`src/rtl/gps_pkg.sv`:
```
package gps_pkg;
  typedef struct packed {
    logic load;   // capture operands, reset lane index
    logic step;   // move to next lane
  } gpsStrobe_t;

  typedef enum logic [1:0] {
    ST_IDLE = 2'd0,
    ST_WALK = 2'd1,
    ST_FIN  = 2'd2
  } gpsState_t;
endpackage

```
`src/rtl/gps_ctrl.sv`:
```
module gps_ctrl
  import gps_pkg::*;
(
  input  logic       clk,
  input  logic       rstN,
  input  logic       start,
  input  logic       anyActive,
  input  logic       laneActive,
  input  logic       lastLane,
  input  logic       reqReady,
  output gpsStrobe_t strobe,
  output logic       busy,
  output logic       done,
  output logic       reqValid
);
  gpsState_t state, stateNext;
  logic      laneHandled;

  assign laneHandled = !laneActive || reqReady;

  always_comb begin
    stateNext   = state;
    strobe.load = 1'b0;
    strobe.step = 1'b0;
    reqValid    = 1'b0;
    done        = 1'b0;
    unique case (state)
      ST_IDLE: begin
        if (start) begin
          strobe.load = 1'b1;
          stateNext   = anyActive ? ST_WALK : ST_FIN;
        end
      end
      ST_WALK: begin
        reqValid = laneActive;
        if (laneHandled) begin
          if (lastLane) stateNext = ST_FIN;
          else strobe.step = 1'b1;
        end
      end
      ST_FIN: begin
        done      = 1'b1;
        stateNext = ST_IDLE;
      end
      default: stateNext = ST_IDLE;
    endcase
  end

  always_ff @(posedge clk) begin
    if (!rstN) state <= ST_IDLE;
    else       state <= stateNext;
  end

  assign busy = (state != ST_IDLE);
endmodule

```
`src/rtl/gps_dp.sv`:
```
module gps_dp
  import gps_pkg::*;
#(
  parameter int VLEN = 256
) (
  input  logic                 clk,
  input  logic                 rstN,
  input  gpsStrobe_t           strobe,
  input  logic                 elemSel64,
  input  logic [VLEN-1:0]      baseVec,
  input  logic [VLEN/8-1:0]    predMask,
  input  logic [4:0]           imm5,
  input  logic [3:0]           hintOp,
  output logic                 anyActive,
  output logic                 laneActive,
  output logic                 lastLane,
  output logic [63:0]          reqAddr,
  output logic                 reqWrite,
  output logic [1:0]           reqLevel,
  output logic                 reqStream
);
  localparam int PRED_W  = VLEN / 8;
  localparam int LANES32 = VLEN / 32;
  localparam int LANES64 = VLEN / 64;
  localparam int IDX_W   = $clog2(LANES32);
  localparam int IDX64_W = IDX_W - 1;

  logic [VLEN-1:0]   baseReg;
  logic [PRED_W-1:0] maskReg;
  logic              is64Reg;
  logic [7:0]        offReg;
  logic [3:0]        hintReg;
  logic [IDX_W-1:0]  idx;

  logic [LANES32-1:0] inAct32, regAct32;
  logic [LANES64-1:0] inAct64, regAct64;
  logic [31:0]        lane32 [LANES32];
  logic [63:0]        lane64 [LANES64];

  // predicate sampling per lane width
  for (genvar i = 0; i < LANES32; i++) begin : g_l32
    assign inAct32[i] = predMask[4*i];
    assign regAct32[i] = maskReg[4*i];
    assign lane32[i]   = baseReg[32*i +: 32];
  end
  for (genvar j = 0; j < LANES64; j++) begin : g_l64
    assign inAct64[j] = predMask[8*j];
    assign regAct64[j] = maskReg[8*j];
    assign lane64[j]   = baseReg[64*j +: 64];
  end

  assign anyActive = elemSel64 ? |inAct64 : |inAct32;

  always_ff @(posedge clk) begin
    if (!rstN) begin
      maskReg <= '0;
      is64Reg <= 1'b0;
      offReg  <= '0;
      hintReg <= '0;
      idx     <= '0;
    end else if (strobe.load) begin
      maskReg <= predMask;
      is64Reg <= elemSel64;
      offReg  <= {imm5, 3'b000};
      hintReg <= hintOp;
      idx     <= '0;
    end else if (strobe.step) begin
      idx <= idx + IDX_W'(1);
    end
  end

  // base vector is only sampled when some lane will use it
  always_ff @(posedge clk) begin
    if (!rstN) baseReg <= '0;
    else if (strobe.load && anyActive) baseReg <= baseVec;
  end

  logic [63:0] laneBase;
  always_comb begin
    if (is64Reg) begin
      laneBase   = lane64[idx[IDX64_W-1:0]];
      laneActive = regAct64[idx[IDX64_W-1:0]];
      lastLane   = (idx == IDX_W'(LANES64 - 1));
    end else begin
      laneBase   = {32'b0, lane32[idx]};
      laneActive = regAct32[idx];
      lastLane   = (idx == IDX_W'(LANES32 - 1));
    end
  end

  assign reqAddr   = laneBase + {56'b0, offReg};
  assign reqWrite  = hintReg[3];
  assign reqLevel  = hintReg[2:1];
  assign reqStream = hintReg[0];
endmodule

```
`src/rtl/gather_prefetch_seq.sv`:
```
module gather_prefetch_seq
  import gps_pkg::*;
#(
  parameter int VLEN = 256
) (
  input  logic              clk,
  input  logic              rstN,
  input  logic              start,
  input  logic              elemSel64,
  input  logic [VLEN-1:0]   baseVec,
  input  logic [VLEN/8-1:0] predMask,
  input  logic [4:0]        imm5,
  input  logic [3:0]        hintOp,
  output logic              busy,
  output logic              done,
  output logic              reqValid,
  input  logic              reqReady,
  output logic [63:0]       reqAddr,
  output logic              reqWrite,
  output logic [1:0]        reqLevel,
  output logic              reqStream
);
  gpsStrobe_t strobe;
  logic anyActive, laneActive, lastLane;

  gps_ctrl u_ctrl (
    .clk(clk), .rstN(rstN), .start(start), .anyActive(anyActive),
    .laneActive(laneActive), .lastLane(lastLane), .reqReady(reqReady),
    .strobe(strobe), .busy(busy), .done(done), .reqValid(reqValid)
  );

  gps_dp #(.VLEN(VLEN)) u_dp (
    .clk(clk), .rstN(rstN), .strobe(strobe), .elemSel64(elemSel64),
    .baseVec(baseVec), .predMask(predMask), .imm5(imm5), .hintOp(hintOp),
    .anyActive(anyActive), .laneActive(laneActive), .lastLane(lastLane),
    .reqAddr(reqAddr), .reqWrite(reqWrite), .reqLevel(reqLevel),
    .reqStream(reqStream)
  );
endmodule

```
`config.mk`:
```
export PLATFORM = sky130hd
export DESIGN_NAME = gather_prefetch_seq
export DESIGN_NICKNAME = d
export VERILOG_FILES = /design/src/rtl/gps_pkg.sv /design/src/rtl/gps_ctrl.sv /design/src/rtl/gps_dp.sv /design/src/rtl/gather_prefetch_seq.sv
export SDC_FILE = /design/constraint.sdc
export NUM_CORES = 1
export LEC_CHECK = 0
export ABC_AREA = 1
export BUFFER_PORTS_ARGS = -buffer_cell sky130_fd_sc_hd__buf_2
export CORE_UTILIZATION = 57
export CTS_BUF_LIST = sky130_fd_sc_hd__clkbuf_4
export CTS_CLUSTER_SIZE = 10
export DETAILED_ROUTE_END_ITERATION = 10
export GPL_TIMING_DRIVEN = 1
export MAX_ROUTING_LAYER = met4
export PLACE_DENSITY = 0.91
export SYNTH_ARGS = -nofsm -noshare
export SYNTH_HDL_FRONTEND = slang
export SYNTH_SLANG_ARGS = --single-unit
```
`constraint.sdc`:
```
create_clock -name clk -period 4.6 [get_ports clk]
set_input_delay 0.23 -clock clk [delete_from_list [all_inputs] [get_ports clk]]
set_output_delay 0.23 -clock clk [all_outputs]
set_load 0.05 [all_outputs]
```
==> run metrics, run 1 <==
Stop stage=5_1_grt; Yosys Warn Count=0; DIE WIDTH=171 um; Std-Cell Rows=61; Total GRT Usage=63.7%; vias in the first global route=23600; FF+latch count, synth=279; Post-Syn Area=16200 um^2; ys async rst share=0%; syn_area_per_cell=6.10 um^2; Routability Congestion=1.02; Initial Utilization=58.1%; CTS buffer count=77; Mapped Cells=2662; most frequently used flop master after synthesis=dfxtp_1; grt ovf=3; Top Ports=373; Port-buffer cells=348; Clock Root Buffer=clkbuf_4; status=stopped before the end; H-tree levels=3; EDFF count, synth=0; Yosys cell types=40; first error=[ERROR GRT-0116] Global routing finished with congestion. Check the congestion regions in the DRC Viewer.; Post-DP HPWL=46400 um; maximum buffer depth of the clock tree=3; post-synth net total=2971; largest net degree at the start of global routing=172; Seq/Total Area, Yosys=34.4%; clk sinks=279; die height=171 um; first-pass GRT wire length=135000 um
-- Yosys cell counts (19+ instances only) --
library cell | instances | share of area (%)
clkbuf_1 | 82 | 1.9
nor2_1 | 636 | 15
a21oi_1 | 52 | 1.6
nand3_1 | 325 | 10
buf_2 | 48 | 1.5
xor2_1 | 28 | 1.5
nor3_1 | 25 | 0.77
nand2_1 | 629 | 15
inv_1 | 96 | 2.2
o21ai_0 | 298 | 9.2
dfxtp_1 | 279 | 34
buf_1 | 19 | 0.44
-- layer usage --
metal  global-route usage, %  overflow
met5                       -         -
met4                    64.9         1
met3                    33.5         0
met2                    84.9         2
met1                    64.8         0
-- per-stage QoR --
step / cell area (um^2) / instances / setup WS [ns]
4_1_cts: 21600 / 3646 / 0.000123
3_5_place_dp: 17800 / 3235 / 0.568
3_3_place_gp: 17800 / 3235 / 0.647
2_1_floorplan: 16200 / 2662 / 0.221
-- cell families after synthesis --
logic type               Yosys count  synth area share [%]
AO/OA/AOI/OAI                    391                  12.6
XOR/XNOR                          38                  2.05
adder cells (fa/ha/maj)            7                 0.585
buffers and inverters            280                  7.95
flip-flops                       279                  34.4
AND/OR/NAND/NOR                 1667                  42.4
-- repair_timing --
action,CTS
hold buffers,275
resized for setup,3
hold endpoints to repair,276
setup buffers,2
setup endpoints to repair,26
pin swaps,0
==> run 2, diff against run 1 <==
CORE_UTILIZATION = 40   (was 57)
CTS_BUF_LIST = not set   (was sky130_fd_sc_hd__clkbuf_4)
CTS_CLUSTER_SIZE = not set   (was 10)
MAX_ROUTING_LAYER = not set   (was met4)
PLACE_DENSITY = not set   (was 0.91)
PLACE_DENSITY_LB_ADDON = 0.15   (was not set)
==> run metrics, run 2 <==
Pint=5.11 mW; Synth Area in Adders=0.585%; peak supply drop=337 uV; clock latency at the later pin of the worst-skew pair=0.55 ns; Worst-Margin Slew=1.33 ns; kind of end point of the critical path=primary output; Seq/Total Area, Yosys=34.4%; Wirelength per Cell=19.4 um; share of post-route cells with drive strength above 1=15.5%; post-synth net total=2971; grt ovf=0; die footprint=41400 um^2; ANT nets after route=0; setup TNS=0 ns; Top Ports=373; TritonCTS clock tree=done; Comb power frac=28.1%; Seq pwr share=36.3%; hold crit path type=primary input to flip-flop; DR iter-0 viols=1354; Sw Pwr=2.79 mW; Crit path arrival time=4.19 ns; Yosys cell types=40; Mapped Cells=2662; CTS buffer count=34; Yosys top cell area share=34.4%; list of most frequent post-synthesis cells=nor2_1, nand2_1, nand3_1; largest registers=u_dp.baseReg x256, u_dp.maskReg x8, u_dp.offReg x5; total wire length=71100 um; f_max=226 MHz; most common cell after layout, fill and taps aside=nor2_1; Worst Path Max Fanout=145; Post-DP HPWL=51500 um; xor and xnor area share after synthesis=2.05%; Std-Cell Rows=73; Detailed Routing Iterations Pass 1=6; most frequent cells in the layout=nor2_1, nand2_1, buf_2, nand3_1, o21ai_0; Compound-Gate Fraction of Synth Area=12.6%; leading area contributor after synthesis=dfxtp_1; total power=7.90 mW; power per cell area=367 nW/um^2; Reg with most FFs=u_dp.baseReg; clk sinks=279; ys async rst share=0%; Initial Utilization=40.7%; post-synthesis mux area share=0%; clock power share=35.7%; Period Utilization, post-route=96.1%; minimum clock period=4.42 ns; status=finished clean; max FFs per register=256; syn_area_per_cell=6.10 um^2; FF+latch count, synth=279; clock-pin slew on the worst setup and hold paths=0.06 ns; core footprint=39900 um^2; die height=204 um; Via density=5.26; Post-Syn Area=16200 um^2; skew final=0.0207 ns; Synth Area in Simple Gates=42.4%; leakage=9.72 nW; Port-buffer cells=348; most frequently used flop master after synthesis=dfxtp_1; CP Data Required Time=4.37 ns; vias in the first global route=18700; Remaining DRCs=0; area grow syn2layout=32.5%; DIE WIDTH=204 um; largest net degree at the start of global routing=270; slew margin rel.=11.4%; Yosys Warn Count=0; Inserted Diodes=0; Total GRT Usage=33.8%; Clock Root Buffer=clkbuf_16; number of antenna violations at the first check in global routing=1; critical path class=flip-flop to primary output; Slew Viols, Final=0; RSZ-0062 raised after global routing=no; Final Hold Vio Count=0; Routability Congestion=0.976; nets=3429; vias=19300; # Max-Cap Violations=0; maximum buffer depth of the clock tree=3; # fillers=4096; largest family of logic cells by synthesized area=simple AND/OR/NAND/NOR gates; EDFF count, synth=0; H-tree levels=2; Synth area leaders=dfxtp_1, nor2_1, nand2_1; Net Sw Frac=35.3%; final setup fails=0; crit path launch type=flip-flop; Hold WS=0.0118 ns; most common cell in the synthesized netlist=nor2_1; first-pass GRT wire length=106000 um
==> run 2: cell counts after synthesis <==
Identical to the previous run, type by type.
==> run 2: area by class of cell <==
type | instances | area (um^2) | share of cell area, %
Multi-Input combinational cell | 2103 | 9380 | 43.6
Clock buffer | 50 | 1010 | 4.70
Sequential cell | 279 | 5590 | 26.0
Inverter | 99 | 384 | 1.79
Clock inverter | 11 | 155 | 0.721
Timing Repair Buffer | 603 | 4340 | 20.2
Tap cell | 525 | 657 | 3.05
==> run 2: repair_timing <==
item                                    in CTS  in global routing
hold endpoints to repair                   206                  0
endpoints found under the setup margin       0                 21
hold buffers                               206                  0
resized for setup                            0                  2
buffers inserted                             0                  3
==> run 2: critical path, cell delays in order, from the launching register on <==
cell	delay (ns)
dfxtp_4	0.44
inv_6	0.14
buf_12	0.40
nand2_1	0.16
nand3_1	0.11
nand3_1	0.18
nand2_1	0.12
nand2_1	0.05
nand2_1	0.17
nand2_1	0.15
nor2_1	0.39
nand2_1	0.26
nor3_1	0.30
nand3_1	0.11
nand2_1	0.16
buf_2	0.29
==> run 2: path summary, 6_finish.rpt <==
check / from / end / slack, ns / cells after the start
setup / recovery: u_dp.idx[0]$_SDFFE_PP0P_ / reqAddr[60] / 0.18 / 15
hold / removal: baseVec[136] / u_dp.baseReg[136]$_SDFFE_PN0P_ / 0.01 / 3
setup reg to reg: u_ctrl.state[1]$_SDFFE_PN0P_ / u_dp.baseReg[105]$_SDFFE_PN0P_ / 1.83 / 8
hold reg to reg: u_dp.baseReg[35]$_SDFFE_PN0P_ / u_dp.baseReg[35]$_SDFFE_PN0P_ / 0.48 / 2
==> run 2: logic make-up after synthesis <==
kind of cell               count (synthesis)
DFF                                      279
adders and majority gates                  7
and+or+nand+nor                         1667
AOI/OAI and AO/OA                        391
buffers and inverters                    280
xor gates and xnor gates                  38
==> run 2: routing by layer <==
layer | routed length (um) | track usage, %
met1 | 27300 | 37.0
met4 | 5660 | 24.2
met5 | 0 | 0
met2 | 35500 | 61.0
met3 | 2620 | 3.08
==> run 2: through the flow <==
step                utilization (%)  std cells  setup slack, ns  area (um^2)
CTS                            53.8       3667           0.0364        21500
global placement               45.7       3400            0.697        18300
floorplan                         -       2662            0.221        16200
global route                   53.9       3670          0.00123        21500
detailed placement             45.7       3400            0.664        18300
finish                         53.9       3670            0.179        21500
==> run 2: power by group through the flow <==
stage          Clock, mW  Combinational (mW)  Sequential, mW
4_1_cts             2.86                2.21            2.86
2_1_floorplan          0                1.46            2.85
6_report            2.82                2.22            2.87
3_5_place_dp           0                2.07            2.91
3_3_place_gp           0                2.04            2.91
5_1_grt             2.97                2.43            2.89
Power figures use the tool's default switching activity.
